<file path="src/rtl/pe_pkg.sv">
package pe_pkg;
    typedef enum logic [2:0] {
        OP_ADD  = 3'd0,
        OP_SUB  = 3'd1,
        OP_AND  = 3'd2,
        OP_OR   = 3'd3,
        OP_WADV = 3'd4,
        OP_PASS = 3'd5
    } pe_op_e;

    localparam int NUM_DST  = 2;
    localparam int NUM_OPND = 2;
endpackage

</file>
<file path="src/rtl/pe_cfg_store.sv">
module pe_cfg_store
    import pe_pkg::*;
#(
    parameter int SLOTS = 4,
    parameter int DST_W = 6,
    localparam int SLOT_W = (SLOTS > 1) ? $clog2(SLOTS) : 1
) (
    input  logic                             clk,
    input  logic                             rst_n,
    input  logic                             cfg_we,
    input  logic [SLOT_W-1:0]                cfg_slot,
    input  logic [2:0]                       cfg_op,
    input  logic                             cfg_two,
    input  logic [NUM_DST-1:0]               cfg_dst_en,
    input  logic [NUM_DST-1:0][DST_W-1:0]    cfg_dst_addr,
    input  logic [NUM_DST-1:0]               cfg_dst_opnd,
    output logic [SLOTS-1:0]                 slot_two,
    input  logic [SLOT_W-1:0]                rd_slot,
    output pe_op_e                           rd_op,
    output logic                             rd_two,
    output logic [NUM_DST-1:0]               rd_dst_en,
    output logic [NUM_DST-1:0][DST_W-1:0]    rd_dst_addr,
    output logic [NUM_DST-1:0]               rd_dst_opnd
);
    typedef struct packed {
        pe_op_e                          op;
        logic                            two;
        logic [NUM_DST-1:0]              dst_en;
        logic [NUM_DST-1:0][DST_W-1:0]   dst_addr;
        logic [NUM_DST-1:0]              dst_opnd;
    } slot_cfg_t;

    typedef struct packed {
        slot_cfg_t [SLOTS-1:0] slot;
    } cfg_state_t;

    cfg_state_t st_d, st_q;

    always_comb begin
        st_d = st_q;
        if (cfg_we) begin
            st_d.slot[cfg_slot].op       = pe_op_e'(cfg_op);
            st_d.slot[cfg_slot].two      = cfg_two;
            st_d.slot[cfg_slot].dst_en   = cfg_dst_en;
            st_d.slot[cfg_slot].dst_addr = cfg_dst_addr;
            st_d.slot[cfg_slot].dst_opnd = cfg_dst_opnd;
        end
    end

    always_ff @(posedge clk) begin
        if (!rst_n) st_q <= '0;
        else        st_q <= st_d;
    end

    for (genvar s = 0; s < SLOTS; s++) begin : g_two
        assign slot_two[s] = st_q.slot[s].two;
    end

    assign rd_op       = st_q.slot[rd_slot].op;
    assign rd_two      = st_q.slot[rd_slot].two;
    assign rd_dst_en   = st_q.slot[rd_slot].dst_en;
    assign rd_dst_addr = st_q.slot[rd_slot].dst_addr;
    assign rd_dst_opnd = st_q.slot[rd_slot].dst_opnd;
endmodule

</file>
<file path="src/rtl/pe_match_table.sv">
module pe_match_table
    import pe_pkg::*;
#(
    parameter int DEPTH  = 8,
    parameter int SLOTS  = 4,
    parameter int DATA_W = 16,
    parameter int WAVE_W = 8,
    localparam int SLOT_W = (SLOTS > 1) ? $clog2(SLOTS) : 1,
    localparam int IDX_W  = (DEPTH > 1) ? $clog2(DEPTH) : 1
) (
    input  logic                 clk,
    input  logic                 rst_n,
    input  logic                 tok_valid,
    output logic                 tok_ready,
    input  logic [SLOT_W-1:0]    tok_slot,
    input  logic                 tok_opnd,
    input  logic [WAVE_W-1:0]    tok_wave,
    input  logic [DATA_W-1:0]    tok_data,
    input  logic [SLOTS-1:0]     slot_two,
    input  logic                 fire_i,
    output logic                 sel_valid,
    output logic [SLOT_W-1:0]    sel_slot,
    output logic [WAVE_W-1:0]    sel_wave,
    output logic [DATA_W-1:0]    sel_a,
    output logic [DATA_W-1:0]    sel_b,
    output logic [DEPTH-1:0]     ent_busy
);
    typedef struct packed {
        logic                               vld;
        logic [SLOT_W-1:0]                  slot;
        logic [WAVE_W-1:0]                  wave;
        logic [NUM_OPND-1:0]                have;
        logic [NUM_OPND-1:0][DATA_W-1:0]    opnd;
    } entry_t;

    typedef struct packed {
        entry_t [DEPTH-1:0] ent;
    } tbl_state_t;

    tbl_state_t st_d, st_q;

    logic [DEPTH-1:0] rdy;
    logic             found;
    logic [IDX_W-1:0] sel_idx;
    logic             hit;
    logic [IDX_W-1:0] hit_idx;
    logic             free_found;
    logic [IDX_W-1:0] free_idx;
    logic [IDX_W-1:0] tgt;

    // readiness of each entry against its slot's operand count
    always_comb begin
        for (int i = 0; i < DEPTH; i++) begin
            rdy[i] = st_q.ent[i].vld && st_q.ent[i].have[0] &&
                     (!slot_two[st_q.ent[i].slot] || st_q.ent[i].have[1]);
        end
    end

    // fire selection: slot index first, entry index second
    always_comb begin
        found   = 1'b0;
        sel_idx = '0;
        for (int s = 0; s < SLOTS; s++) begin
            for (int i = 0; i < DEPTH; i++) begin
                if (!found && rdy[i] && (st_q.ent[i].slot == SLOT_W'(s))) begin
                    found   = 1'b1;
                    sel_idx = IDX_W'(i);
                end
            end
        end
    end

    // tag search and free-entry search
    always_comb begin
        hit        = 1'b0;
        hit_idx    = '0;
        free_found = 1'b0;
        free_idx   = '0;
        for (int i = 0; i < DEPTH; i++) begin
            if (!hit && st_q.ent[i].vld &&
                st_q.ent[i].slot == tok_slot && st_q.ent[i].wave == tok_wave &&
                !(fire_i && sel_idx == IDX_W'(i))) begin
                hit     = 1'b1;
                hit_idx = IDX_W'(i);
            end
            if (!free_found && !st_q.ent[i].vld) begin
                free_found = 1'b1;
                free_idx   = IDX_W'(i);
            end
        end
    end

    assign tok_ready = free_found;
    assign tgt       = hit ? hit_idx : free_idx;

    always_comb begin
        st_d = st_q;
        if (fire_i) begin
            st_d.ent[sel_idx].vld  = 1'b0;
            st_d.ent[sel_idx].have = '0;
        end
        if (tok_valid && tok_ready) begin
            if (!hit) begin
                st_d.ent[tgt].vld  = 1'b1;
                st_d.ent[tgt].slot = tok_slot;
                st_d.ent[tgt].wave = tok_wave;
                st_d.ent[tgt].have = '0;
            end
            st_d.ent[tgt].have[tok_opnd] = 1'b1;
            st_d.ent[tgt].opnd[tok_opnd] = tok_data;
        end
    end

    always_ff @(posedge clk) begin
        if (!rst_n) st_q <= '0;
        else        st_q <= st_d;
    end

    assign sel_valid = found;
    assign sel_slot  = st_q.ent[sel_idx].slot;
    assign sel_wave  = st_q.ent[sel_idx].wave;
    assign sel_a     = st_q.ent[sel_idx].opnd[0];
    assign sel_b     = st_q.ent[sel_idx].opnd[1];

    for (genvar i = 0; i < DEPTH; i++) begin : g_busy
        assign ent_busy[i] = st_q.ent[i].vld;
    end
endmodule

</file>
<file path="src/rtl/pe_alu.sv">
module pe_alu
    import pe_pkg::*;
#(
    parameter int DATA_W = 16,
    parameter int WAVE_W = 8
) (
    input  pe_op_e             op,
    input  logic               two,
    input  logic [DATA_W-1:0]  a,
    input  logic [DATA_W-1:0]  b,
    input  logic [WAVE_W-1:0]  wave_in,
    output logic [DATA_W-1:0]  res,
    output logic [WAVE_W-1:0]  wave_out
);
    logic [DATA_W-1:0] b_eff;

    always_comb begin
        b_eff    = two ? b : '0;
        wave_out = wave_in;
        unique case (op)
            OP_ADD:  res = a + b_eff;
            OP_SUB:  res = a - b_eff;
            OP_AND:  res = a & b_eff;
            OP_OR:   res = a | b_eff;
            OP_WADV: begin
                res      = a;
                wave_out = wave_in + WAVE_W'(1);
            end
            default: res = a;
        endcase
    end
endmodule

</file>
<file path="src/rtl/pe_out_port.sv">
module pe_out_port #(
    parameter int DST_W  = 6,
    parameter int DATA_W = 16,
    parameter int WAVE_W = 8
) (
    input  logic               clk,
    input  logic               rst_n,
    input  logic               load,
    input  logic [DST_W-1:0]   ld_addr,
    input  logic               ld_opnd,
    input  logic [WAVE_W-1:0]  ld_wave,
    input  logic [DATA_W-1:0]  ld_data,
    input  logic               ready,
    output logic               valid,
    output logic [DST_W-1:0]   addr,
    output logic               opnd,
    output logic [WAVE_W-1:0]  wave,
    output logic [DATA_W-1:0]  data,
    output logic               free
);
    typedef struct packed {
        logic               vld;
        logic [DST_W-1:0]   addr;
        logic               opnd;
        logic [WAVE_W-1:0]  wave;
        logic [DATA_W-1:0]  data;
    } port_state_t;

    port_state_t st_d, st_q;

    assign free = !st_q.vld || ready;

    always_comb begin
        st_d = st_q;
        if (load) begin
            st_d.vld  = 1'b1;
            st_d.addr = ld_addr;
            st_d.opnd = ld_opnd;
            st_d.wave = ld_wave;
            st_d.data = ld_data;
        end else if (ready) begin
            st_d.vld = 1'b0;
        end
    end

    always_ff @(posedge clk) begin
        if (!rst_n) st_q <= '0;
        else        st_q <= st_d;
    end

    assign valid = st_q.vld;
    assign addr  = st_q.addr;
    assign opnd  = st_q.opnd;
    assign wave  = st_q.wave;
    assign data  = st_q.data;
endmodule

</file>
<file path="src/rtl/dataflow_pe.sv">
module dataflow_pe
    import pe_pkg::*;
#(
    parameter int SLOTS  = 4,
    parameter int DEPTH  = 8,
    parameter int DATA_W = 16,
    parameter int WAVE_W = 8,
    parameter int DST_W  = 6,
    localparam int SLOT_W = (SLOTS > 1) ? $clog2(SLOTS) : 1
) (
    input  logic                            clk,
    input  logic                            rst_n,
    input  logic                            cfg_we,
    input  logic [SLOT_W-1:0]               cfg_slot,
    input  logic [2:0]                      cfg_op,
    input  logic                            cfg_two,
    input  logic [NUM_DST-1:0]              cfg_dst_en,
    input  logic [NUM_DST-1:0][DST_W-1:0]   cfg_dst_addr,
    input  logic [NUM_DST-1:0]              cfg_dst_opnd,
    input  logic                            in_valid,
    output logic                            in_ready,
    input  logic [SLOT_W-1:0]               in_slot,
    input  logic                            in_opnd,
    input  logic [WAVE_W-1:0]               in_wave,
    input  logic [DATA_W-1:0]               in_data,
    output logic [NUM_DST-1:0]              out_valid,
    input  logic [NUM_DST-1:0]              out_ready,
    output logic [NUM_DST-1:0][DST_W-1:0]   out_addr,
    output logic [NUM_DST-1:0]              out_opnd,
    output logic [NUM_DST-1:0][WAVE_W-1:0]  out_wave,
    output logic [NUM_DST-1:0][DATA_W-1:0]  out_data
);
    logic [SLOTS-1:0]               slot_two;
    pe_op_e                         rd_op;
    logic                           rd_two;
    logic [NUM_DST-1:0]             rd_dst_en;
    logic [NUM_DST-1:0][DST_W-1:0]  rd_dst_addr;
    logic [NUM_DST-1:0]             rd_dst_opnd;

    logic                           sel_valid;
    logic [SLOT_W-1:0]              sel_slot;
    logic [WAVE_W-1:0]              sel_wave;
    logic [DATA_W-1:0]              sel_a, sel_b;
    logic [DEPTH-1:0]               ent_busy;

    logic [DATA_W-1:0]              res_data;
    logic [WAVE_W-1:0]              res_wave;
    logic [NUM_DST-1:0]             port_free;
    logic                           ports_ok;
    logic                           fire;

    pe_cfg_store #(.SLOTS(SLOTS), .DST_W(DST_W)) u_cfg (
        .clk          (clk),
        .rst_n        (rst_n),
        .cfg_we       (cfg_we),
        .cfg_slot     (cfg_slot),
        .cfg_op       (cfg_op),
        .cfg_two      (cfg_two),
        .cfg_dst_en   (cfg_dst_en),
        .cfg_dst_addr (cfg_dst_addr),
        .cfg_dst_opnd (cfg_dst_opnd),
        .slot_two     (slot_two),
        .rd_slot      (sel_slot),
        .rd_op        (rd_op),
        .rd_two       (rd_two),
        .rd_dst_en    (rd_dst_en),
        .rd_dst_addr  (rd_dst_addr),
        .rd_dst_opnd  (rd_dst_opnd)
    );

    pe_match_table #(
        .DEPTH(DEPTH), .SLOTS(SLOTS), .DATA_W(DATA_W), .WAVE_W(WAVE_W)
    ) u_tbl (
        .clk       (clk),
        .rst_n     (rst_n),
        .tok_valid (in_valid),
        .tok_ready (in_ready),
        .tok_slot  (in_slot),
        .tok_opnd  (in_opnd),
        .tok_wave  (in_wave),
        .tok_data  (in_data),
        .slot_two  (slot_two),
        .fire_i    (fire),
        .sel_valid (sel_valid),
        .sel_slot  (sel_slot),
        .sel_wave  (sel_wave),
        .sel_a     (sel_a),
        .sel_b     (sel_b),
        .ent_busy  (ent_busy)
    );

    pe_alu #(.DATA_W(DATA_W), .WAVE_W(WAVE_W)) u_alu (
        .op       (rd_op),
        .two      (rd_two),
        .a        (sel_a),
        .b        (sel_b),
        .wave_in  (sel_wave),
        .res      (res_data),
        .wave_out (res_wave)
    );

    // in-order issue: the head candidate waits until every port it needs is free
    assign ports_ok = &(~rd_dst_en | port_free);
    assign fire     = sel_valid && ports_ok;

    for (genvar k = 0; k < NUM_DST; k++) begin : g_port
        pe_out_port #(.DST_W(DST_W), .DATA_W(DATA_W), .WAVE_W(WAVE_W)) u_port (
            .clk     (clk),
            .rst_n   (rst_n),
            .load    (fire && rd_dst_en[k]),
            .ld_addr (rd_dst_addr[k]),
            .ld_opnd (rd_dst_opnd[k]),
            .ld_wave (res_wave),
            .ld_data (res_data),
            .ready   (out_ready[k]),
            .valid   (out_valid[k]),
            .addr    (out_addr[k]),
            .opnd    (out_opnd[k]),
            .wave    (out_wave[k]),
            .data    (out_data[k]),
            .free    (port_free[k])
        );
    end
endmodule

</file>
<file path="config.mk">
export PLATFORM = sky130hd
export DESIGN_NAME = dataflow_pe
export DESIGN_NICKNAME = d
export VERILOG_FILES = /design/src/rtl/pe_pkg.sv /design/src/rtl/pe_cfg_store.sv /design/src/rtl/pe_match_table.sv /design/src/rtl/pe_alu.sv /design/src/rtl/pe_out_port.sv /design/src/rtl/dataflow_pe.sv
export SDC_FILE = /design/constraint.sdc
export NUM_CORES = 1
export LEC_CHECK = 0
export BUFFER_PORTS_ARGS = -buffer_cell sky130_fd_sc_hd__clkbuf_2
export CAP_MARGIN = 25
export CORE_UTILIZATION = 55
export DETAILED_ROUTE_END_ITERATION = 10
export PLACE_DENSITY = 0.76
export SETUP_SLACK_MARGIN = 0.4
export SLEW_MARGIN = 10
export SYNTH_ARGS = -nofsm -noshare
export SYNTH_HDL_FRONTEND = slang
export SYNTH_SLANG_ARGS = --single-unit
</file>
<file path="constraint.sdc">
create_clock -name clk -period 7.7 [get_ports clk]
set_input_delay 2.31 -clock clk [delete_from_list [all_inputs] [get_ports clk]]
set_output_delay 2.31 -clock clk [all_outputs]
set_load 0.005 [all_outputs]
</file>
==> results of run 1 <==
[cells by family (layout without fill, tap and decap cells)]
| logic type | count (synthesis) | after routing | share of synthesized area (%) |
|---|---|---|---|
| muxes | 359 | 359 | 14.37 |
| buffers and inverters | 283 | 422 | 4.823 |
| AOI/OAI and AO/OA | 563 | 563 | 15.46 |
| adders and majority gates | 20 | 20 | 1.025 |
| and+or+nand+nor | 1184 | 1184 | 20.22 |
| xor gates and xnor gates | 114 | 114 | 3.972 |
| other | 0 | 1 | 0 |
| DFF | 504 | 504 | 40.13 |
[registers in the layout, summed over array words and instances, names as in the netlist]
name                 cells
g_port.u_port.opnd       2
g_port.u_port.addr      12
g_port.u_port.wave      16
g_port.u_port.valid      2
g_port.u_port.data      32
u_cfg.st_q              76
u_tbl.st_q             352
u_tbl.ent_busy           8
u_cfg.slot_two           4
[placed cells by master, fill, tap and decap left out, drive strengths merged, types with 23 or more instances in the layout]
| cell | instances |
|---|---|
| nand2 | 768 |
| dfxtp | 504 |
| mux2i | 353 |
| a21oi | 209 |
| clkbuf | 196 |
| buf | 158 |
| nor2 | 136 |
| nand3 | 86 |
| xnor2 | 73 |
| o21ai | 55 |
| inv | 52 |
| a211oi | 47 |
| xor2 | 41 |
| nor3 | 41 |
| o22ai | 38 |
| a222oi | 23 |
[worst paths after layout]
check | from | endpoint | slack, ns | depth (start not counted)
hold / removal | u_cfg.st_q[43] | u_cfg.st_q[43] | 0.46 | 2
setup / recovery | u_cfg.slot_two[1] | g_port[1].u_port.data[15] | 0.67 | 32
setup reg to reg | u_cfg.slot_two[1] | g_port[1].u_port.data[15] | 0.67 | 32
hold reg to reg | u_cfg.st_q[43] | u_cfg.st_q[43] | 0.46 | 2
[worst max-delay path: cells and delay by family (launching register included)]
| kind | cells | cell delay, ns |
|---|---|---|
| AOI/OAI and AO/OA | 13 | 2.21 |
| adders and majority gates | 1 | 0.30 |
| muxes | 2 | 0.49 |
| xor gates and xnor gates | 2 | 0.27 |
| buffers and inverters | 1 | 0.05 |
| and+or+nand+nor | 13 | 3.22 |
| DFF | 1 | 0.40 |
[cell type report]
type	count	share of cell area, %
diodes	1	0.008666
clock buffers	78	5.368
clock inverters	18	0.7799
inverters	50	0.6586
multi-input cells	2240	49.35
flip-flops and latches	504	34.97
well taps	592	2.565
repair buffers	276	6.309
[where the power goes]
group	switching (mW)	total (mW)	internal [mW]
Clock	1.09	2.61	1.53
Sequential	0.0294	2.68	2.65
Combinational	0.440	0.726	0.286
Total	1.55	6.02	4.47
[Yosys cell counts, types with 22 or more instances]
cell type / n
inv_1: 50
a221o_1: 22
buf_4: 25
xnor2_1: 73
mux2i_1: 353
nand3_1: 86
nor2_1: 136
o22ai_1: 37
nor3_1: 40
dfxtp_1: 504
o21ai_0: 50
a222oi_1: 23
a21oi_1: 205
buf_1: 23
buf_2: 27
xor2_1: 41
clkbuf_1: 155
a211oi_1: 42
nand2_1: 764
[timing repair]
| item | CTS | global route |
|---|---|---|
| pin swaps | 1 | 23 |
| endpoints found under the setup margin | 8 | 12 |
| gates resized for setup | 18 | 70 |
| setup buffers | 1 | 12 |
[layer usage]
metal  vias to the layer above  GRT usage, %  share of wire, %
li1                      10750             -                 -
met1                     11260         43.33                41
met4                         2         17.30               4.5
met3                       198         5.257               7.5
met2                      1007         55.73                47
met5                         -             0             0.014
==> results by group, run 1 <==
Clocking
  – CTS tree: yes
  – Cts bufs inserted: 52
  – Clock latency on the worst-skew pair: slightly above 0.6 ns
  – Root Driver: clkbuf_16
  – CTS H-tree depth: 2
  – Clk slew on worst S/H paths: approximately 0.06 ns
  – Hold-fix buffers, CTS: 0
  – Sink Count: 504
  – Max Buffers Root-to-Sink: 3

Routing
  – Iter 0 DRT Violations: between 2000 and 3000
  – DRC viols: 0
  – Drt pass-1 iters: 9
  – Final wirelength: between 80000 and 90000 µm
  – Vias per std cell: around 6
  – Antenna viol nets, final: 0
  – Avg WL per Cell: 21.65 µm
  – DR vias: 23230

Logic synthesis
  – Async SR Flop Fraction: 0%
  – Yosys reg bits: about 500
  – Netlist cell types: 87
  – Synthesized Nets: just over 3000
  – Yosys top cell area share: between 40% and 50%
  – Biggest area consumer among synthesized cells: dfxtp_1
  – Cell Area, Synth: 25140 µm²
  – Mapped Avg Cell Area: a little over 8 µm²
  – Post-Syn Instances: 3027
  – Ys flop type: dfxtp_1
  – Sequential area share after synthesis: about two fifths
  – Top area cells in the synthesized netlist: dfxtp_1 40%, mux2i_1 14%, nand2_1 11%, a21oi_1 4.1%, xnor2_1 2.5%
  – Ys Warns: 0
  – Number of synthesized flops with an enable pin: 0

STA
  – Max-slew headroom: between 15 and 20%
  – Final Cycle Share: 91.23%
  – Setup violations, final: 0
  – Final worst clock skew: 0.02304 ns
  – Final Hold Fails: 0
  – Worst-Margin Slew: ~1.3 ns
  – Final worst setup slack: a little under 0.7 ns
  – Final slew viol count: 0
  – Worst hold slack: approximately 0.46 ns
  – Min Tclk post-route: approximately 7 ns
  – TNS Setup: 0 ns
  – RSZ-0062 raised after global routing: yes
  – Fmax: 0.1423 GHz

Floorplan
  – Die width: approximately 220 µm
  – Ports: between 100 and 150
  – Initial Util: approximately 56%
  – Core box area: about 45000 µm²
  – # rows: between 70 and 80
  – Die H: around 220 µm
  – DIE AREA: 46570 µm²

Hold path
  – Hold crit path type: flip-flop to flip-flop

Worst setup path
  – Worst-path fanout max: 8
  – CP endpoint kind: flip-flop
  – CP peak stage delay: around 0.53 ns
  – CP max stage cell: or4_1
  – Crit Path Category: flip-flop to flip-flop
  – Critical path data arrival time: ~7.6 ns
  – Required time of the worst setup path: ~8 ns
  – Startpoint Class: flip-flop

Global route
  – GRT Total Usage: ~34%
  – First-pass GRT wire length: 125500 µm
  – Vias in the first global route: 22270
  – Largest net degree at the start of global routing: roughly 140
  – Remaining global-route overflow: 0
  – Initial antenna violation count: 1

Power and ir drop
  – Pwr/cell area: ~210 nW/µm²
  – VDD IR max: approximately 0.0002 V
  – Final total power: roughly 6 mW
  – Leakage: between 10 and 15 nW

Finish
  – Multi-input combinational cell area: approximately 14000 µm²
  – Synth-to-layout area growth: 14.87%
  – Non-Filler Instances: around 3800
  – Storage element area: between 10000 and 15000 µm²
  – Share of layout cells above drive strength 1: 15.26%
  – Finished Core Util: 64.74%
  – Nets: ~3200
  – Final cell area excluding filler cells: about 29000 µm²
  – Fillers: 3671

Placement
  – HPWL reported at the end of detailed placement: 55810 µm
  – GP Congestion: 0.9575
  – Area post-placement: 26640 µm²
  – Pre-CTS setup slack: between 0.08 and 0.09 ns
  – I/O Buffers: 119
  – Placed cell count: approximately 3600

Run
  – Max-cap check violation count: 0

Run status
  – Status: finished, final reports clean
No activity file was read; power rests on OpenSTA's default activity.
==> run 2: changes to the inputs <==
--- a/config.mk
+++ b/config.mk
@@ -6,9 +6,10 @@
 export NUM_CORES = 1
 export LEC_CHECK = 0
 export BUFFER_PORTS_ARGS = -buffer_cell sky130_fd_sc_hd__clkbuf_2
-export CAP_MARGIN = 25
+export CAP_MARGIN = 15
 export CORE_UTILIZATION = 55
 export DETAILED_ROUTE_END_ITERATION = 10
+export GPL_ROUTABILITY_DRIVEN = 0
 export PLACE_DENSITY = 0.76
 export SETUP_SLACK_MARGIN = 0.4
 export SLEW_MARGIN = 10
==> constraint.sdc (replaced) <==
create_clock -name clk -period 7.7 [get_ports clk]
set_input_delay 1.54 -clock clk [delete_from_list [all_inputs] [get_ports clk]]
set_output_delay 1.54 -clock clk [all_outputs]
set_load 0.005 [all_outputs]
==> run 2 against run 1 <==
Effect of this change: largest cell class unchanged; global-route usage fell by 0.86 points; critical endpoint unchanged; final cell count is 1.2% lower; sequential cell count unchanged; power about the same; combinational power is 6.1% lower; die area is the same; final area is 1.2% lower; setup slack worse by 0.080 ns; clock skew shrank 0.0015 ns; sequential power barely moved.
==> results by group, run 2 (same netlist as run 1, synthesis figures left out) <==
Run status
  – Status: finished, final reports clean (unchanged)

Run
  – Max-cap check violation count: 0 (unchanged)

Clocking
  – Root Driver: clkbuf_16 (unchanged)
  – Cts bufs inserted: 51 (was 52)
  – CTS H-tree depth: 2 (unchanged)
  – Hold-fix buffers, CTS: 0 (unchanged)
  – CTS tree: yes (unchanged)
  – Max Buffers Root-to-Sink: 3 (unchanged)
  – Clk slew on worst S/H paths: 0.07 ns (was 0.06 ns)
  – Sink Count: 504 (unchanged)
  – Clock latency on the worst-skew pair: 0.62 ns (was 0.61 ns)

Placement
  – Area post-placement: 26260 µm² (was 26640 µm²)
  – Pre-CTS setup slack: -0.01252 ns (was 0.08044 ns)
  – I/O Buffers: 119 (unchanged)
  – HPWL reported at the end of detailed placement: 53530 µm (was 55810 µm)

STA
  – Final Hold Fails: 0 (unchanged)
  – Final worst clock skew: 0.02151 ns (was 0.02304 ns)
  – Worst-Margin Slew: 1.127 ns (was 1.251 ns)
  – Max-slew headroom: 24.10% (was 15.74%)
  – RSZ-0062 raised after global routing: no (was yes)
  – Min Tclk post-route: 7.105 ns (was 7.025 ns)
  – Setup violations, final: 0 (unchanged)
  – Final Cycle Share: 92.28% (was 91.23%)
  – Fmax: 0.1407 GHz (was 0.1423 GHz)
  – Worst hold slack: 0.4539 ns (was 0.4553 ns)
  – Final slew viol count: 0 (unchanged)
  – Final worst setup slack: 0.5945 ns (was 0.6749 ns)

Global route
  – Remaining global-route overflow: 0 (unchanged)
  – Largest net degree at the start of global routing: 101 (was 141)
  – GRT Total Usage: 33.15% (was 34.01%)
  – First-pass GRT wire length: 124000 µm (was 125500 µm)
  – Vias in the first global route: 22870 (was 22270)
  – Initial antenna violation count: 0 (was 1)

Floorplan
  – # rows: 77 (unchanged)
  – Core box area: 44610 µm² (unchanged)
  – Die H: 215.8 µm (unchanged)
  – Initial Util: 56.36% (unchanged)
  – Ports: 120 (unchanged)
  – DIE AREA: 46570 µm² (unchanged)
  – Die width: 215.8 µm (unchanged)

Worst setup path
  – Worst-path fanout max: 8 (unchanged)
  – Most used cell, CP: a21oi_1
  – Critical path data arrival time: 7.66 ns (was 7.55 ns)
  – Crit Path Category: flip-flop to flip-flop (unchanged)
  – CP endpoint kind: flip-flop (unchanged)
  – Startpoint Class: flip-flop (unchanged)
  – CP max stage cell: or4b_4 (was or4_1)
  – R2R Setup Slk: 0.59 ns (was 0.67 ns)
  – CP peak stage delay: 0.60 ns (was 0.53 ns)
  – Required time of the worst setup path: 8.25 ns (was 8.22 ns)

Power and ir drop
  – Pwr/cell area: 211.0 nW/µm² (was 208.4 nW/µm²)
  – Power share of the clock group: 44.2% (was 43.4%)
  – VDD IR max: 0.0001999 V (was 0.0001972 V)
  – Int Power: 4.458 mW (was 4.465 mW)
  – Leakage: 11.13 nW (was 11.31 nW)
  – Sequential share of power: 44.5% (about the same)
  – Net Sw Power: 1.563 mW (was 1.554 mW)
  – Combinational fraction of design power: 11.3% (was 12.1%)
  – Sw frac: 25.96% (was 25.82%)

Routing
  – Drt pass-1 iters: 8 (was 9)
  – Avg WL per Cell: 21.57 µm (was 21.65 µm)
  – Vias per std cell: 6.337 (was 6.179)
  – DRC viols: 0 (unchanged)
  – DR vias: 23530 (was 23230)
  – Final wirelength: 80100 µm (was 81370 µm)
  – Antenna viol nets, final: 0 (unchanged)
  – Iter 0 DRT Violations: 2761 (was 2765)

Finish
  – Max FFs per register: 352 (unchanged)
  – ANT cells: 0 (was 1)
  – Share of layout cells above drive strength 1: 13.71% (was 15.26%)
  – Commonest non-fill, non-tap cell in the layout: nand2_1 (unchanged)
  – Final cell area excluding filler cells: 28530 µm² (was 28880 µm²)
  – Most flop-heavy register: u_tbl.st_q (unchanged)
  – Nets: 3154 (was 3199)
  – Finished Core Util: 63.97% (was 64.74%)
  – Most frequent cells in the layout: 761 x nand2_1, 500 x dfxtp_1, 346 x mux2i_1, 197 x a21oi_1, 127 x nor2_1 (was 761 x nand2_1, 500 x dfxtp_1, 346 x mux2i_1, 195 x a21oi_1, 154 x buf_4)
  – Synth-to-layout area growth: 13.50% (was 14.87%)

Hold path
  – Hold crit path type: flip-flop to flip-flop (unchanged)
[run 2: critical path, delay by kind of cell, from the launching register on]
kind | cells | cell delay (ns)
adder cells (fa/ha/maj) | 1 | 0.30
buffers and inverters | 1 | 0.05
XOR/XNOR | 2 | 0.26
multiplexers | 2 | 0.42
AND/OR/NAND/NOR | 12 | 2.98
flip-flops | 1 | 0.49
AO/OA/AOI/OAI | 14 | 2.51
[run 2: worst paths after layout]
check | endpoint | cells after the start | startpoint
min reg2reg | u_cfg.st_q[48] | 2 | u_cfg.st_q[48]
min | u_cfg.st_q[48] | 2 | u_cfg.st_q[48]
max reg2reg | g_port[1].u_port.data[15] | 32 | u_tbl.st_q[87]
max | g_port[1].u_port.data[15] | 32 | u_tbl.st_q[87]
[run 2: power by group through the flow]
stage          Sequential, mW  Combinational [mW]  Clock (mW)
6_report                 2.68               0.682        2.66
4_1_cts                  2.68               0.624        2.68
2_1_floorplan            2.73               0.444           0
3_5_place_dp             2.74               0.618           0
3_3_place_gp             2.73               0.603           0
5_1_grt                  2.68               0.731        2.78
[run 2: repair_timing]
item | 4_1_cts | 5_1_grt
buffers inserted | 2 | 17
gates resized for setup | 13 | 66
setup endpoints to repair | 8 | 21
pin swaps | 1 | 19
[run 2: metal layers]
layer | wire (µm) | part of all wire [%] | track usage (%)
met2 | 37660 | 47 | 55.09
met3 | 7100 | 8.9 | 6.075
met4 | 4623 | 5.8 | 19.01
met5 | 0 | 0 | 0
met1 | 30720 | 38 | 40.19
[run 2: through the flow]
step                      cells  power (mW)  setup TNS (ns)
after floorplan            3027       3.171               0
after global placement     3599       3.336               0
after detailed placement   3599       3.354        -0.01252
after CTS                  3696       5.977               0
after global routing       3713       6.191               0
final                      3713       6.021               0
[run 2: cell type report]
type                    count  area [µm²]
repair buffers            232        1479
clock inverters            26       354.1
clock buffers              69        1444
fillers                  3574       16070
flip-flops and latches    504       10100
inverters                  50       190.2
multi-input cells        2240       14230
well taps                 592       740.7
